--- config.mk ---
export PLATFORM = sky130hd
export DESIGN_NAME = opt_ctrl
export DESIGN_NICKNAME = d
export VERILOG_FILES = /design/src/rtl/opt_ctrl_pkg.sv /design/src/rtl/opt_key_seq.sv /design/src/rtl/opt_store.sv /design/src/rtl/opt_ctrl.sv
export SDC_FILE = /design/constraint.sdc
export NUM_CORES = 1
export LEC_CHECK = 0
export BUFFER_PORTS_ARGS = -buffer_cell sky130_fd_sc_hd__buf_2
export CAP_MARGIN = 10
export CORE_MARGIN = 2
export CORE_UTILIZATION = 59
export DETAILED_ROUTE_END_ITERATION = 12
export PLACE_DENSITY = 0.94
export SETUP_SLACK_MARGIN = 0.15
export SKIP_LAST_GASP = 1
export SLEW_MARGIN = 25
export SYNTH_ARGS = -nofsm -noshare
export SYNTH_HDL_FRONTEND = slang
export SYNTH_HIERARCHICAL = 1
export SYNTH_SLANG_ARGS = --single-unit
--- constraint.sdc ---
create_clock -name clk_i -period 6 [get_ports clk_i]
set_input_delay 0.3 -clock clk_i [delete_from_list [all_inputs] [get_ports clk_i]]
set_output_delay 0.3 -clock clk_i [all_outputs]
set_load 0.02 [all_outputs]
--- src/rtl/opt_ctrl_pkg.sv ---
package opt_ctrl_pkg;
  localparam int unsigned BUS_W = 32;
  localparam logic [31:0] KEY_A = 32'h4567_0123;
  localparam logic [31:0] KEY_B = 32'hCDEF_89AB;
  localparam logic [7:0]  RDP_OPEN = 8'hA5;

  typedef enum logic [3:0] {
    A_MKEY  = 4'd0,
    A_OKEY  = 4'd1,
    A_CTRL  = 4'd2,
    A_STAT  = 4'd3,
    A_OSTAT = 4'd4,
    A_WPROT = 4'd5,
    A_OPTW  = 4'd8
  } reg_addr_e;

  typedef enum logic [1:0] {KS_IDLE, KS_HALF, KS_OPEN, KS_DEAD} key_state_e;
  typedef enum logic [1:0] {OP_NONE, OP_ERASE, OP_PROG} op_e;
endpackage

--- src/rtl/opt_key_seq.sv ---
module opt_key_seq
  import opt_ctrl_pkg::*;
(
  input  logic        clk_i,
  input  logic        rst_ni,
  input  logic        wr_i,
  input  logic        en_i,
  input  logic        relock_i,
  input  logic [31:0] key_i,
  output logic        unlocked_o,
  output logic        reject_o
);
  key_state_e state_q, state_d;
  logic       key_ok;

  always_comb begin
    unique case (state_q)
      KS_IDLE: key_ok = (key_i == KEY_A);
      KS_HALF: key_ok = (key_i == KEY_B);
      default: key_ok = 1'b1;
    endcase
  end

  assign reject_o   = wr_i && (!en_i || state_q == KS_DEAD || !key_ok);
  assign unlocked_o = (state_q == KS_OPEN);

  always_comb begin
    state_d = state_q;
    if (state_q != KS_DEAD) begin
      if (relock_i) state_d = KS_IDLE;
      else if (wr_i && en_i) begin
        unique case (state_q)
          KS_IDLE: state_d = key_ok ? KS_HALF : KS_DEAD;
          KS_HALF: state_d = key_ok ? KS_OPEN : KS_DEAD;
          default: state_d = state_q;
        endcase
      end
    end
  end

  always_ff @(posedge clk_i or negedge rst_ni) begin
    if (!rst_ni) state_q <= KS_IDLE;
    else         state_q <= state_d;
  end


  dead_sticky_chk: assert property (@(posedge clk_i) disable iff (!rst_ni)
    state_q == KS_DEAD |=> state_q == KS_DEAD);

  key_order_chk: assert property (@(posedge clk_i) disable iff (!rst_ni)
    $rose(unlocked_o) |-> $past(wr_i && en_i && key_i == KEY_B));
endmodule

--- src/rtl/opt_store.sv ---
module opt_store
  import opt_ctrl_pkg::*;
#(
  parameter int unsigned LAT = 5
) (
  input  logic        clk_i,
  input  logic        rst_ni,
  input  logic        erase_i,
  input  logic        prog_i,
  input  logic [7:0]  byte_i,
  output logic        busy_o,
  output logic        done_o,
  output logic        erased_o,
  output logic [15:0] word_o
);
  localparam int unsigned CW = $clog2(LAT + 1);

  logic [CW-1:0] cnt_q;
  op_e           op_q;
  logic [7:0]    byte_q;

  assign busy_o = (cnt_q != '0);
  assign done_o = (cnt_q == CW'(1));

  always_ff @(posedge clk_i or negedge rst_ni) begin
    if (!rst_ni) begin
      cnt_q    <= '0;
      op_q     <= OP_NONE;
      byte_q   <= '0;
      word_o   <= {~RDP_OPEN, RDP_OPEN};
      erased_o <= 1'b0;
    end else if (erase_i) begin
      cnt_q <= CW'(LAT);
      op_q  <= OP_ERASE;
    end else if (prog_i) begin
      cnt_q  <= CW'(LAT);
      op_q   <= OP_PROG;
      byte_q <= byte_i;
    end else if (busy_o) begin
      cnt_q <= cnt_q - CW'(1);
      if (done_o) begin
        op_q <= OP_NONE;
        if (op_q == OP_ERASE) begin
          word_o   <= 16'hFFFF;
          erased_o <= 1'b1;
        end else if (op_q == OP_PROG) begin
          word_o   <= {~byte_q, byte_q};
          erased_o <= 1'b0;
        end
      end
    end
  end


  complement_chk: assert property (@(posedge clk_i) disable iff (!rst_ni)
    !erased_o |-> word_o[15:8] == ~word_o[7:0]);

  no_restart_chk: assert property (@(posedge clk_i) disable iff (!rst_ni)
    busy_o |-> !(erase_i || prog_i));
endmodule

--- src/rtl/opt_ctrl.sv ---
module opt_ctrl
  import opt_ctrl_pkg::*;
#(
  parameter int unsigned ADDR_W      = 4,
  parameter int unsigned BUSY_CYCLES = 5,
  parameter int unsigned WP_W        = 8
) (
  input  logic              clk_i,
  input  logic              rst_ni,
  input  logic              req_i,
  input  logic              we_i,
  input  logic [ADDR_W-1:0] addr_i,
  input  logic [31:0]       wdata_i,
  output logic [31:0]       rdata_o,
  output logic              err_o
);
  logic hit_mkey, hit_okey, hit_ctrl, hit_stat, hit_ostat, hit_wprot, hit_optw, hit_any;
  logic wr, busy, done, erased;
  logic main_open, opt_open, rej_m, rej_o;
  logic prog_q, erase_q, eop_q, pgerr_q;
  logic [WP_W-1:0] wprot_q;
  logic [15:0] word;
  logic ctrl_wr, main_lock_req, opt_relock_req, eff_wen, ctrl_deny;
  logic start_erase, optw_wr, start_prog, prog_fail, wprot_wr;

  assign hit_mkey  = addr_i == ADDR_W'(A_MKEY);
  assign hit_okey  = addr_i == ADDR_W'(A_OKEY);
  assign hit_ctrl  = addr_i == ADDR_W'(A_CTRL);
  assign hit_stat  = addr_i == ADDR_W'(A_STAT);
  assign hit_ostat = addr_i == ADDR_W'(A_OSTAT);
  assign hit_wprot = addr_i == ADDR_W'(A_WPROT);
  assign hit_optw  = addr_i == ADDR_W'(A_OPTW);
  assign hit_any   = hit_mkey | hit_okey | hit_ctrl | hit_stat | hit_ostat | hit_wprot | hit_optw;

  // writes are dropped while an operation runs
  assign wr = req_i && we_i && !busy;

  assign ctrl_wr        = wr && hit_ctrl && main_open;
  assign main_lock_req  = ctrl_wr && wdata_i[7];
  assign opt_relock_req = ctrl_wr && (!wdata_i[3] || wdata_i[7]);
  assign eff_wen        = opt_open && wdata_i[3] && !wdata_i[7];
  assign ctrl_deny      = ctrl_wr && !wdata_i[7] && (wdata_i[0] | wdata_i[1]) && !eff_wen;
  assign start_erase    = ctrl_wr && eff_wen && wdata_i[2] && wdata_i[1] && erase_q;
  assign optw_wr        = wr && hit_optw && main_open && opt_open && prog_q;
  assign start_prog     = optw_wr && erased;
  assign prog_fail      = optw_wr && !erased;
  assign wprot_wr       = wr && hit_wprot && opt_open;

  opt_key_seq u_main_key (
    .clk_i, .rst_ni,
    .wr_i       (wr && hit_mkey),
    .en_i       (1'b1),
    .relock_i   (main_lock_req),
    .key_i      (wdata_i),
    .unlocked_o (main_open),
    .reject_o   (rej_m)
  );

  opt_key_seq u_opt_key (
    .clk_i, .rst_ni,
    .wr_i       (wr && hit_okey),
    .en_i       (main_open),
    .relock_i   (opt_relock_req),
    .key_i      (wdata_i),
    .unlocked_o (opt_open),
    .reject_o   (rej_o)
  );

  opt_store #(.LAT(BUSY_CYCLES)) u_store (
    .clk_i, .rst_ni,
    .erase_i  (start_erase),
    .prog_i   (start_prog),
    .byte_i   (wdata_i[7:0]),
    .busy_o   (busy),
    .done_o   (done),
    .erased_o (erased),
    .word_o   (word)
  );

  always_ff @(posedge clk_i or negedge rst_ni) begin
    if (!rst_ni) begin
      prog_q  <= 1'b0;
      erase_q <= 1'b0;
      eop_q   <= 1'b0;
      pgerr_q <= 1'b0;
      wprot_q <= '1;
    end else begin
      if (ctrl_wr) begin
        prog_q  <= eff_wen && wdata_i[0];
        erase_q <= eff_wen && wdata_i[1];
      end
      if (done) eop_q <= 1'b1;
      else if (wr && hit_stat && wdata_i[1]) eop_q <= 1'b0;
      if (ctrl_deny || prog_fail) pgerr_q <= 1'b1;
      else if (wr && hit_stat && wdata_i[2]) pgerr_q <= 1'b0;
      if (wprot_wr) wprot_q <= wdata_i[WP_W-1:0];
    end
  end

  always_comb begin
    rdata_o = '0;
    if (req_i && !we_i) begin
      unique case (1'b1)
        hit_ctrl:  rdata_o = {24'd0, ~main_open, 3'd0, opt_open, 1'b0, erase_q, prog_q};
        hit_stat:  rdata_o = {29'd0, pgerr_q, eop_q, busy};
        hit_ostat: rdata_o = {30'd0, wprot_q == '0, word[7:0] != RDP_OPEN};
        hit_wprot: rdata_o = 32'(wprot_q);
        hit_optw:  rdata_o = {16'd0, word};
        default:   rdata_o = '0;
      endcase
    end
  end

  always_comb begin
    err_o = req_i && !hit_any;
    if (wr) begin
      if (hit_mkey && rej_m) err_o = 1'b1;
      if (hit_okey && rej_o) err_o = 1'b1;
      if (hit_ctrl && !main_open) err_o = 1'b1;
      if (hit_optw && !(main_open && opt_open && prog_q)) err_o = 1'b1;
      if (hit_wprot && !opt_open) err_o = 1'b1;
      if (hit_ostat) err_o = 1'b1;
    end
  end


  eop_on_done_chk: assert property (@(posedge clk_i) disable iff (!rst_ni)
    $fell(busy) |-> eop_q);

  busy_freeze_chk: assert property (@(posedge clk_i) disable iff (!rst_ni)
    busy |=> $stable(wprot_q));

  op_needs_wen_chk: assert property (@(posedge clk_i) disable iff (!rst_ni)
    (erase_q || prog_q) |-> opt_open);

  wen_needs_main_chk: assert property (@(posedge clk_i) disable iff (!rst_ni)
    opt_open |-> main_open);
endmodule

Word-level counts from Yosys, hierarchy flattened
Index checks and enable logic that the tools add are counted.
{ "totals": {"input_bits": 40, "out_inout_bits": 33, "wordCells": 158, "regBits": 46} }
{ "classes": {"n_eq_ne": 20, "n_addsub": 1, "mux": 36, "bitwise_logic": 11, "reduce_logical": 78} }
{ "ops": {"columns": ["cell", "n"], "rows": [
  ["$pmux 16 s5", 1],
  ["$mux 16", 3],
  ["$logic_and 1x1->1", 42],
  ["$eq 32x31->1 const B", 1],
  ["$eq 32x32->1 const B", 1],
  ["$mux 2", 10],
  ["$mux 1", 15],
  ["$reduce_bool 3->1", 5],
  ["$logic_not 1->1", 12],
  ["$eq 2x2->1 const B", 5],
  ["$reduce_bool 2->1", 5],
  ["$mux 3", 3],
  ["$eq 4x2->1 const B", 2],
  ["$eq 4x3->1 const B", 2],
  ["$logic_not 8->1", 1],
  ["$ne 8x8->1 const B", 1],
  ["$not 8->8", 1],
  ["$pmux 2 s2", 2],
  ["$or 1x1->1", 7],
  ["$eq 2x1->1 const B", 3],
  ["$reduce_and 3->1", 2],
  ["$logic_or 1x1->1", 5],
  ["$reduce_and 5->1", 1],
  ["$eq 4x1->1 const B", 1],
  ["9 further kinds", 15]
]} }

Longest topological paths before layout
Gate-level depths: netlist of the first run.
{ "logic_depth": {"word_depth": 16, "ltp_mapped": 12, "depth_no_buf": 12} }

Modules after synthesis
The synthesis of the first run kept the hierarchy.
{ "by_module_without_submodules": {"columns": ["module", "cells_each", "area_each_um2", "instances", "seq_area_each_um2"], "rows": [
  ["opt_store", 106, 1343.8, 1, 760.7],
  ["opt_ctrl", 138, 1192.4, 1, 310.3],
  ["opt_key_seq", 43, 327.8, 2, 50.0]
]} }

Worst setup path before layout of the first run
OpenSTA, ideal clock, no wires.
{ "synth_path": {"path_kind": "reg2reg", "from": "register u_store.cnt_q[0]", "to": "register u_store.word_o[11]", "n_path_buf": 2, "stages_incl_launch_ff": 12, "t_required_ps": 5918, "setup_ps": 82, "t_arrival_ps": 2562, "synth_period_minus_slack_ps": 2644, "slack_ps": 3356, "cell_sequence": "dfrtp_1 inv_1 ha_1 nand2b_1 and3b_2 nand2_1 nor3_1 and4_1 or4_1 buf_6 buf_12 mux2_4"} }
{ "synth_between": {"elab_chain_cells": 11, "word_cells_on_any_way": 18, "classes_between": "eq/ne (1); bitwise (2); reduce/logical (15)"} }
{ "synth_lines": {"columns": ["item", "line_no", "text"], "rows": [
  ["start: declaration", "opt_store.sv:18", "logic [CW-1:0] cnt_q;"],
  ["start signal: assignment", "opt_store.sv:33", "cnt_q <= CW'(LAT);"],
  ["start signal: assignment", "opt_store.sv:36", "cnt_q <= CW'(LAT);"],
  ["start signal: assignment", "opt_store.sv:40", "cnt_q <= cnt_q - CW'(1);"],
  ["$reduce_bool 3->1", "opt_store.sv:22", "assign busy_o = (cnt_q != '0);"],
  ["via busy", "opt_ctrl.sv:18", "logic wr, busy, done, erased;"],
  ["$logic_not 1->1", "opt_ctrl.sv:36", "assign wr = req_i && we_i && !busy;"],
  ["$logic_and 1x1->1", "opt_ctrl.sv:36", null],
  ["$logic_and 1x1->1 (2 in series)", "opt_ctrl.sv:38", "assign ctrl_wr = wr && hit_ctrl && main_open;"],
  ["$logic_and 1x1->1 (4 in series)", "opt_ctrl.sv:43", "assign start_erase = ctrl_wr && eff_wen && wdata_i[2] && wdata_i[1] && erase_q;"],
  ["via start_erase", "opt_ctrl.sv:24", "logic start_erase, optw_wr, start_prog, prog_fail, wprot_wr;"],
  ["$not 1->1 (no source line)", null, null],
  ["$reduce_and 5->1 (no source line)", null, null],
  ["end signal: assignment", "opt_store.sv:30", "word_o <= {~RDP_OPEN, RDP_OPEN};"],
  ["end signal: assignment", "opt_store.sv:47", "word_o <= {~byte_q, byte_q};"],
  ["end: declaration", "opt_store.sv:14", "output logic [15:0] word_o"]
]} }
The timed path passes the listed nets, and every way through them passes these cells.
A chain may end at the register's enable or synchronous reset.

Final worst setup path of the first run
{ "layout_path": {"from": "register u_store.cnt_q[0]", "to": "register u_store.word_o[13]"} }
The elaborated chain is that of the path after synthesis.

==> results of run 1 <==
-- layer usage --
metal	up-vias	global-route usage (%)
met2	136	43.4
met1	1306	35.0
met3	20	5.00
met5	-	0
met4	0	9.64
li1	1287	-
-- power breakdown --
part	internal, mW	total [mW]	switching (mW)
logic	0.0367	0.0982	0.0615
clock network	0.0929	0.190	0.0966
registers	0.319	0.329	0.0102
total	0.449	0.617	0.168
-- final cells by class --
| cell class | instances | area [sq um] | area share, % |
|---|---|---|---|
| clock buffer | 7 | 86.3 | 2.45 |
| inverter | 22 | 82.6 | 2.35 |
| clock inverter | 1 | 5.00 | 0.142 |
| multi-input combinational | 254 | 1800 | 51.2 |
| tap | 70 | 87.6 | 2.49 |
| timing repair buffer | 56 | 283 | 8.04 |
| sequential | 46 | 1170 | 33.3 |
-- flip-flops by register name (all words and copies together) (netlist names), 2 cells and up --
name                count
u_main_key/state_q      2
u_opt_key/state_q       2
u_store/byte_q          8
u_store/cnt_q           3
u_store/op_q            2
u_store/word_o         16
wprot_q                 8
-- placed cells by master (no fill, tap or decap), drive strengths merged, types with 10 or more instances in the layout --
cell and instances:
a21oi 11, nor4bb 11, nand2b 14, nor4 11
inv 22, conb 20, mux2 27, nand4 10
nor2 30, dfstp 16, buf 56, dfrtp 30
nand2 22
-- cells by family after synthesis --
family / share of synthesized area (%)
AO/OA/AOI/OAI: 10.0
XOR/XNOR: 0.274
buffers and inverters: 8.94
adder cells (fa/ha/maj): 1.57
multiplexers: 12.6
flip-flops: 36.7
other: 0.235
AND/OR/NAND/NOR: 29.7
-- through the flow --
| step | utilization, % | worst slack, ps | power [mW] | cells | hold slack (ps) |
|---|---|---|---|---|---|
| floorplan | - | 3360 | 0.400 | 348 | 4.41 |
| global placement | 66.2 | 2770 | 0.428 | 448 | 455 |
| detailed placement | 66.2 | 2600 | 0.432 | 448 | 478 |
| CTS | 68.0 | 2580 | 0.620 | 456 | 184 |
| global route | 68.0 | 2240 | 0.647 | 456 | 23.6 |
| finish | 68.0 | 2530 | 0.617 | 456 | -21.6 |
-- worst min path at each step --
stage	slack (ps)	to	cells after the start	start
2_1_floorplan	4	eop_q	0	rst_ni
3_3_place_gp	460	eop_q	1	eop_q
3_5_place_dp	480	u_store/word_o[5]	2	u_store/word_o[5]
4_1_cts	180	u_store/cnt_q[2]	1	rst_ni
5_1_grt	20	u_store/cnt_q[2]	1	rst_ni
6_report	-20	u_store/cnt_q[2]	1	rst_ni
==> impl_metrics.py, run 1 <==
metrics = {
    "outcome": {
        "status": "complete, but fails checks",
        "violations": "negative hold slack",
    },
    "global_route": {
        "grt.total_usage_pct": 26.5,
        "grt_pass1_wl_mm": 12.6,
        "antenna_found_initial": 0,
        "grt_pass1_vias": 2605,
        "grt-ovfl-total": 0,
        "grt_max_degree": 47,
    },
    "route": {
        "wl_met2_mm": 3.64,
        "dr_total_vias": 2749,
        "routedLengthMet1_mm": 3.08,
        "firstDrtPassIters": 7,
        "wire_per_inst_um": 16.2,
        "ant_nets": 0,
        "drt_iter0_drc": 294,
        "top_layer_used": "met4",
        "drt-total-wl_mm": 7.41,
        "viasPerCell": 6.03,
        "drc": 0,
        "wl_met3_um": 508,
    },
    "floorplanning": {
        "dieArea_sq_um": 6010,
        "row_count": 26,
        "start_util_pct": 61.7,
        "fp.dieW_um": 77.6,
        "num_io_pins": 73,
        "die_h_um": 77.6,
        "core_area_sq_um": 5170,
    },
    "layout": {
        "drive_gt1_share_pct": 30.8,
        "fin_area_sq_um": 3520,
        "fillers": 395,
        "fin_nets": 429,
        "diodes": 0,
        "area_delta_synth_final_pct": 10.2,
    },
    "synthesis": {
        "syn-cell-area_sq_um": 3190,
        "synthFlopType": "dfrtp_1",
        "synth_top_area_share_pct": 23.5,
        "async_reset_ff_share_pct": 100,
        "synth_cell_types": 60,
        "yosys_warnings": 6,
        "synth_edf_count": 0,
        "avgSynthCellArea_sq_um": 9.67,
        "synth_seq_cells": 46,
        "yosys.area.top_type": "dfrtp_1",
        "synth.area.top_cells": "dfrtp_1, dfstp_2, mux2_2",
        "yosysSeqAreaShare_pct": 36.7,
        "yosys-top-cells-count": "dfrtp_1, nor2_1, mux2_2",
        "synthCells": 330,
    },
    "critical_path": {
        "cp.depth": 9,
        "reg2regPathDepth": 9,
        "cp-end-kind": "flop",
        "crit_fanout": 17,
        "rrSetupSlack_ps": 2530,
        "path_class": "reg2reg",
        "critPathLaunch": "u_store/cnt_q[0]",
        "crit_path_top_delay_cell": "or4_1",
        "cp_slowest_stage_delay_ps": 740,
        "path_delay_family": "simple AND/OR/NAND/NOR gates",
        "path_cells": "inv_1 -> ha_1 -> nand2b_1 -> and3b_2 -> nand2_1 -> nor3_1 -> and4_1 -> or4_1 -> mux2_2",
        "cp.arrival_ps": 3650,
        "r2r-end": "u_store/word_o[13]",
        "reg2reg_from": "u_store/cnt_q[0]",
        "startpoint_type": "flop",
        "critPathBufInv": 1,
        "cp.required_ps": 6180,
        "crit_end": "u_store/word_o[13]",
    },
    "timing": {
        "period_minus_slack_ps": 3470,
        "tns_ps": 0,
        "worst_pin_slew_ps": 884,
        "setup_viol": 0,
        "finalCritPeriodShare_pct": 57.8,
        "hold_viol_final": 17,
        "relSlewSlack_pct": 41.1,
        "rsz0062_at_grt": "false",
        "holdWs_ps": -21.6,
        "drv_slew": 0,
        "fin_skew_ps": 10.4,
        "max_freq_mhz": 288,
    },
    "cts": {
        "clk_path_buf_depth": 2,
        "clk_pin_slew_worst_paths_ps": 80,
        "h-tree-depth": 2,
        "cts_sinks": 46,
        "clock-root-buffer": "clkbuf_8",
        "insertion_delay_ps": 300,
        "cts_made_buffers": 5,
        "cts_hold_buf": 0,
        "post-cts-setup-buffers": 0,
        "cts_tree": "built",
        "cts_resized": 0,
    },
    "placed_design": {
        "placed_cell_area_sq_um": 3420,
        "globalplace.congestion": 0.896,
        "dpl.hpwl_mm": 5.62,
        "io_buffers": 56,
    },
    "power_and_ir_drop": {
        "pwr_density_cell_nw_per_um2": 175,
        "vdd_drop_max_uv": 169,
        "leakagePower_nw": 1.67,
    },
    "hold_path": {
        "hold_class": "in2async",
    },
    "flow_run": {
        "maxCapViolCount": 0,
    },
}
Note: power is estimated with default switching activity, not from simulation.
==> run 2, diff against run 1 <==
--- a/config.mk
+++ b/config.mk
@@ -8,9 +8,9 @@
 export BUFFER_PORTS_ARGS = -buffer_cell sky130_fd_sc_hd__buf_2
 export CAP_MARGIN = 10
 export CORE_MARGIN = 2
-export CORE_UTILIZATION = 59
+export CORE_UTILIZATION = 49
 export DETAILED_ROUTE_END_ITERATION = 12
-export PLACE_DENSITY = 0.94
+export PLACE_DENSITY = 0.84
 export SETUP_SLACK_MARGIN = 0.15
 export SKIP_LAST_GASP = 1
 export SLEW_MARGIN = 25
==> constraint.sdc (replaced) <==
create_clock -name clk_i -period 3.1 [get_ports clk_i]
set_input_delay 0.155 -clock clk_i [delete_from_list [all_inputs] [get_ports clk_i]]
set_output_delay 0.155 -clock clk_i [all_outputs]
set_load 0.02 [all_outputs]
==> run 2 against run 1 <==
The flow now finishes without violations. Cell area increased by 3.1%. Die area increased by 19%. First-iteration DRC count decreased by 43%. Register-to-register slack got worse by 2100 ps. Critical endpoint is now err_o. Power increased by 93%. Clock power increased by 86%. Largest power group unchanged.
==> impl_metrics.py, run 2 (synthesis gave the netlist of run 1 again) <==
metrics = {
    "route": {
        "viasPerCell": 5.69,
        "dr_total_vias": 2684,
        "drc": 0,
        "drt-total-wl_mm": 7.46,
        "firstDrtPassIters": 4,
        "wire_per_inst_um": 15.8,
        "ant_nets": 0,
        "drt_iter0_drc": 168,
    },
    "critical_path": {
        "path_class": "reg2out",
        "cp.required_ps": 2940,
        "startpoint_type": "flop",
        "path_cells": "inv_1 -> ha_2 -> nand2b_4 -> and3b_2 -> nand2_2 -> nor3b_2 -> inv_1 -> a211oi_1 -> nor4bb_1 -> o311ai_0 -> o211ai_1 -> buf_2",
        "critPathBufInv": 3,
        "crit_fanout": 5,
        "cp_slowest_stage_delay_ps": 410,
        "crit_path_top_delay_cell": "dfrtp_1",
        "crit_top_cell": "inv_1",
        "path_delay_family": "simple AND/OR/NAND/NOR gates",
        "cp.arrival_ps": 2600,
        "cp-end-kind": "output pin",
    },
    "timing": {
        "setup_viol": 0,
        "tns_ps": 0,
        "hold_viol_final": 0,
        "fin_skew_ps": 15.8,
        "max_freq_mhz": 363,
        "drv_slew": 0,
        "worst_pin_slew_ps": 573,
        "period_minus_slack_ps": 2760,
        "rsz0062_at_grt": "false",
        "relSlewSlack_pct": 61.8,
        "finalCritPeriodShare_pct": 89.0,
    },
    "outcome": {
        "status": "finished, final reports clean",
    },
    "layout": {
        "fin_nets": 438,
        "fillers": 558,
        "diodes": 0,
        "layout_common_cells": "buf_2, nor2_1, dfrtp_1, mux2_2, inv_1",
        "area_delta_synth_final_pct": 13.6,
        "largest_reg_flops": 16,
        "fin_cells": 472,
        "drive_gt1_share_pct": 33.7,
        "largest_register": "u_store/word_o",
        "reg.largest.list": "u_store/word_o: 16 flops, u_store/byte_q: 8 flops, wprot_q: 8 flops",
        "final_common_cell": "buf_2",
    },
    "floorplanning": {
        "num_io_pins": 73,
        "row_count": 29,
        "start_util_pct": 50.6,
        "die_h_um": 84.7,
        "core_area_sq_um": 6310,
        "fp.dieW_um": 84.7,
        "dieArea_sq_um": 7180,
    },
    "placed_design": {
        "globalplace.congestion": 0.926,
        "io_buffers": 56,
        "dpl.hpwl_mm": 5.65,
        "placed_cells": 460,
    },
    "cts": {
        "clk_path_buf_depth": 2,
        "cts_made_buffers": 5,
        "insertion_delay_ps": 300,
        "clock-root-buffer": "clkbuf_8",
        "h-tree-depth": 2,
        "clk_pin_slew_worst_paths_ps": 90,
        "cts_sinks": 46,
        "cts_tree": "built",
    },
    "global_route": {
        "grt_max_degree": 47,
        "grt-ovfl-total": 0,
        "grt.total_usage_pct": 20.7,
        "antenna_found_initial": 0,
        "grt_pass1_wl_mm": 11.9,
        "grt_pass1_vias": 2577,
    },
    "power_and_ir_drop": {
        "pwr_density_cell_nw_per_um2": 329,
        "leakagePower_nw": 1.72,
        "vdd_drop_max_uv": 269,
    },
    "flow_run": {
        "maxCapViolCount": 0,
    },
    "hold_path": {
        "hold_class": "in2reg",
    },
}
run 2: area by class of cell:
cell class	count	area, sq um	share of cell area, %
clock inverters	2	13.8	0.380
well taps	77	96.3	2.66
repair buffers	65	353	9.73
inverters	22	82.6	2.28
clock buffers	6	72.6	2.00
multi-input cells	254	1840	50.7
flip-flops and latches	46	1170	32.3
run 2: report_power, final:
part	total [mW]	switching, mW	internal, mW
logic	0.202	0.125	0.0774
registers	0.638	0.0205	0.618
clock network	0.353	0.193	0.159
run 2: routing by layer:
| metal | GRT usage [%] | routed length (um) | vias up |
|---|---|---|---|
| met1 | 27.2 | 3250 | 1275 |
| met3 | 3.64 | 381 | 10 |
| met5 | 0 | 0 | - |
| met4 | 4.33 | 80 | 0 |
| met2 | 35.8 | 3740 | 89 |
| li1 | - | - | 1310 |
run 2: worst paths after layout:
path,startpoint,slack [ps],endpoint,cells after the start
hold reg to reg,u_store/word_o[0],500,u_store/word_o[0],2
hold / removal,wdata_i[4],210,u_store/byte_q[4],2
setup reg to reg,u_store/cnt_q[0],390,u_store/word_o[10],10
min in group asynchronous,rst_ni,390,u_store/word_o[4],2
setup / recovery,u_store/cnt_q[0],340,err_o,12
max in group asynchronous,rst_ni,2310,u_store/word_o[9],2
run 2: worst reg2reg max path: stages (launching register included):
cell      delay (ps)
dfrtp_1          410
inv_1            100
ha_2             220
nand2b_4          80
and3b_2          280
nand2_2          110
nor3_1           260
and4_1           350
or4_1            150
buf_4            270
mux2_2           380
run 2: per-stage QoR:
| step | utilization [%] | hold WS [ps] | instance area [sq um] | worst slack [ps] | power, mW |
|---|---|---|---|---|---|
| after floorplan | - | -141 | 3260 | 456 | 0.774 |
| after global placement | 55.0 | 364 | 3470 | 411 | 0.836 |
| after detailed placement | 55.0 | 362 | 3470 | 314 | 0.843 |
| after CTS | 56.4 | 35.3 | 3560 | 170 | 1.19 |
| after global routing | 57.4 | 200 | 3630 | 131 | 1.25 |
| final | 57.4 | 206 | 3630 | 342 | 1.19 |
run 2: what timing repair did:
action                                 in CTS  in global routing
setup buffers                               0                  3
gates resized for setup                     1                  6
setup endpoints to repair                   1                  6
pin swaps                                   0                  1
hold buffers                                0                  1
endpoints found under the hold margin       0                 30
==> run 3, diff against run 2 <==
--- a/config.mk
+++ b/config.mk
@@ -8,9 +8,10 @@
 export BUFFER_PORTS_ARGS = -buffer_cell sky130_fd_sc_hd__buf_2
 export CAP_MARGIN = 10
 export CORE_MARGIN = 2
-export CORE_UTILIZATION = 49
+export CORE_UTILIZATION = 51
+export CTS_BUF_LIST = sky130_fd_sc_hd__clkbuf_4 sky130_fd_sc_hd__clkbuf_8
 export DETAILED_ROUTE_END_ITERATION = 12
-export PLACE_DENSITY = 0.84
+export PLACE_DENSITY = 0.87
 export SETUP_SLACK_MARGIN = 0.15
 export SKIP_LAST_GASP = 1
 export SLEW_MARGIN = 25
==> run 3 against run 2 <==
Die area decreased by 3.7%. Clock power rose by 2%. Hold slack lost 32 ps. Clock skew down 5.6 ps. Utilization increased by 3.1 points. Clock-buffer cell count unchanged. Setup slack gained 2.7 ps. Combinational power barely moved. Largest cell class unchanged. Highest routed layer unchanged.
==> impl_metrics.py, run 3 (synthesis gave the netlist of run 1 again) <==
metrics = {
    "outcome": {
        "status": "finished, final reports clean",
    },
    "global_route": {
        "grt-ovfl-total": 0,
        "antenna_found_initial": 0,
        "grt_pass1_vias": 2643,
        "grt_pass1_wl_mm": 12.4,
        "grt_max_degree": 47,
        "grt.total_usage_pct": 21.8,
    },
    "layout": {
        "fin_nets": 438,
        "diodes": 0,
        "layout_common_cells": "buf_2, nor2_1, dfrtp_1, mux2_2, inv_1",
        "reg.largest.list": "u_store/word_o: 16 flops, u_store/byte_q: 8 flops, wprot_q: 8 flops",
        "drive_gt1_share_pct": 33.9,
        "final_common_cell": "buf_2",
        "largest_register": "u_store/word_o",
        "largest_reg_flops": 16,
        "area_delta_synth_final_pct": 13.6,
    },
    "critical_path": {
        "path_class": "reg2reg",
        "cp.arrival_ps": 2940,
        "path_delay_family": "simple AND/OR/NAND/NOR gates",
        "path_cells": "inv_1 -> ha_2 -> nand2b_4 -> and3b_2 -> nand2_2 -> nor3_1 -> and4_1 -> or4_1 -> buf_4 -> mux2_2",
        "cp_slowest_stage_delay_ps": 410,
        "crit_fanout": 17,
        "crit_path_top_delay_cell": "dfrtp_1",
        "critPathBufInv": 2,
        "cp-end-kind": "flop",
        "cp.required_ps": 3280,
        "startpoint_type": "flop",
    },
    "timing": {
        "fin_skew_ps": 10.2,
        "finalCritPeriodShare_pct": 88.9,
        "period_minus_slack_ps": 2760,
        "hold_viol_final": 0,
        "setup_viol": 0,
        "max_freq_mhz": 363,
        "relSlewSlack_pct": 63.5,
        "worst_pin_slew_ps": 548,
        "drv_slew": 0,
        "tns_ps": 0,
        "rsz0062_at_grt": "false",
    },
    "floorplanning": {
        "dieArea_sq_um": 6910,
        "core_area_sq_um": 5990,
        "die_h_um": 83.1,
        "row_count": 28,
        "fp.dieW_um": 83.1,
        "start_util_pct": 53.3,
        "num_io_pins": 73,
    },
    "power_and_ir_drop": {
        "vdd_drop_max_uv": 414,
        "leakagePower_nw": 1.73,
        "pwr_density_cell_nw_per_um2": 331,
        "finalPower_mw": 1.20,
    },
    "cts": {
        "cts_tree": "built",
        "clk_pin_slew_worst_paths_ps": 80,
        "clock-root-buffer": "clkbuf_8",
        "cts_sinks": 46,
        "insertion_delay_ps": 300,
        "clk_path_buf_depth": 2,
        "cts_made_buffers": 5,
        "h-tree-depth": 2,
    },
    "route": {
        "firstDrtPassIters": 5,
        "drt_iter0_drc": 213,
        "drt-total-wl_mm": 7.61,
        "dr_total_vias": 2725,
        "drc": 0,
        "ant_nets": 0,
        "viasPerCell": 5.80,
        "wire_per_inst_um": 16.2,
    },
    "placed_design": {
        "io_buffers": 56,
        "dpl.hpwl_mm": 5.62,
        "globalplace.congestion": 0.923,
    },
    "hold_path": {
        "hold_class": "in2reg",
    },
    "flow_run": {
        "maxCapViolCount": 0,
    },
}
## run 3: cell counts in the layout (fill, tap and decap cells not counted)
No cell type changed its count.
## run 3: stage by stage
step	instance area, sq um	utilization [%]	setup WS (ps)	hold WS, ps	std cells
floorplan	3260	-	456	-141	348
global placement	3470	57.9	424	359	458
detailed placement	3470	57.9	281	360	458
CTS	3570	59.6	151	36.2	467
global route	3630	60.5	179	197	470
finish	3630	60.5	344	174	470
## run 3: area by class of cell
class                           count  area [sq um]
Sequential cell                    46          1170
Clock inverter                      2          10.0
Inverter                           22          82.6
Tap cell                           75          93.8
Clock buffer                        6          76.3
Fill cell                         469          2360
Timing Repair Buffer               65           355
Multi-Input combinational cell    254          1840
## run 3: repair_timing
action	CTS	global route
pin swaps	1	1
endpoints found under the setup margin	1	11
gates resized for setup	2	7
hold buffers	0	1
setup buffers	1	2
hold endpoints to repair	0	30
## run 3: routing by layer
layer,share of wire [%],track usage (%),wire length [um]
met1,44,28.6,3320
met2,49,38.0,3750
met3,5.9,3.38,447
met4,1.3,5.07,97
met5,0,0,0
## run 3: path summary, 6_finish.rpt
path	cells after the start	to	slack [ps]	startpoint
max	10	u_store/word_o[8]	340	u_store/cnt_q[0]
min	3	prog_q	170	wdata_i[0]
max reg2reg	10	u_store/word_o[8]	340	u_store/cnt_q[0]
min reg2reg	1	u_store/word_o[8]	500	u_store/word_o[8]
max in group asynchronous	2	u_store/word_o[9]	2330	rst_ni
min in group asynchronous	2	u_store/byte_q[3]	380	rst_ni
## run 3: report_power, final
group	internal, mW	total [mW]	switching (mW)
sequential	0.618	0.637	0.0194
clock	0.165	0.361	0.196
combinational	0.0782	0.202	0.124
## run 3: worst reg2reg max path, cell delays in order, from the launching register on
cell,delay (ps)
dfrtp_1,410
inv_1,100
ha_2,230
nand2b_4,80
and3b_2,280
nand2_2,110
nor3_1,300
and4_1,350
or4_1,150
buf_4,260
mux2_2,370
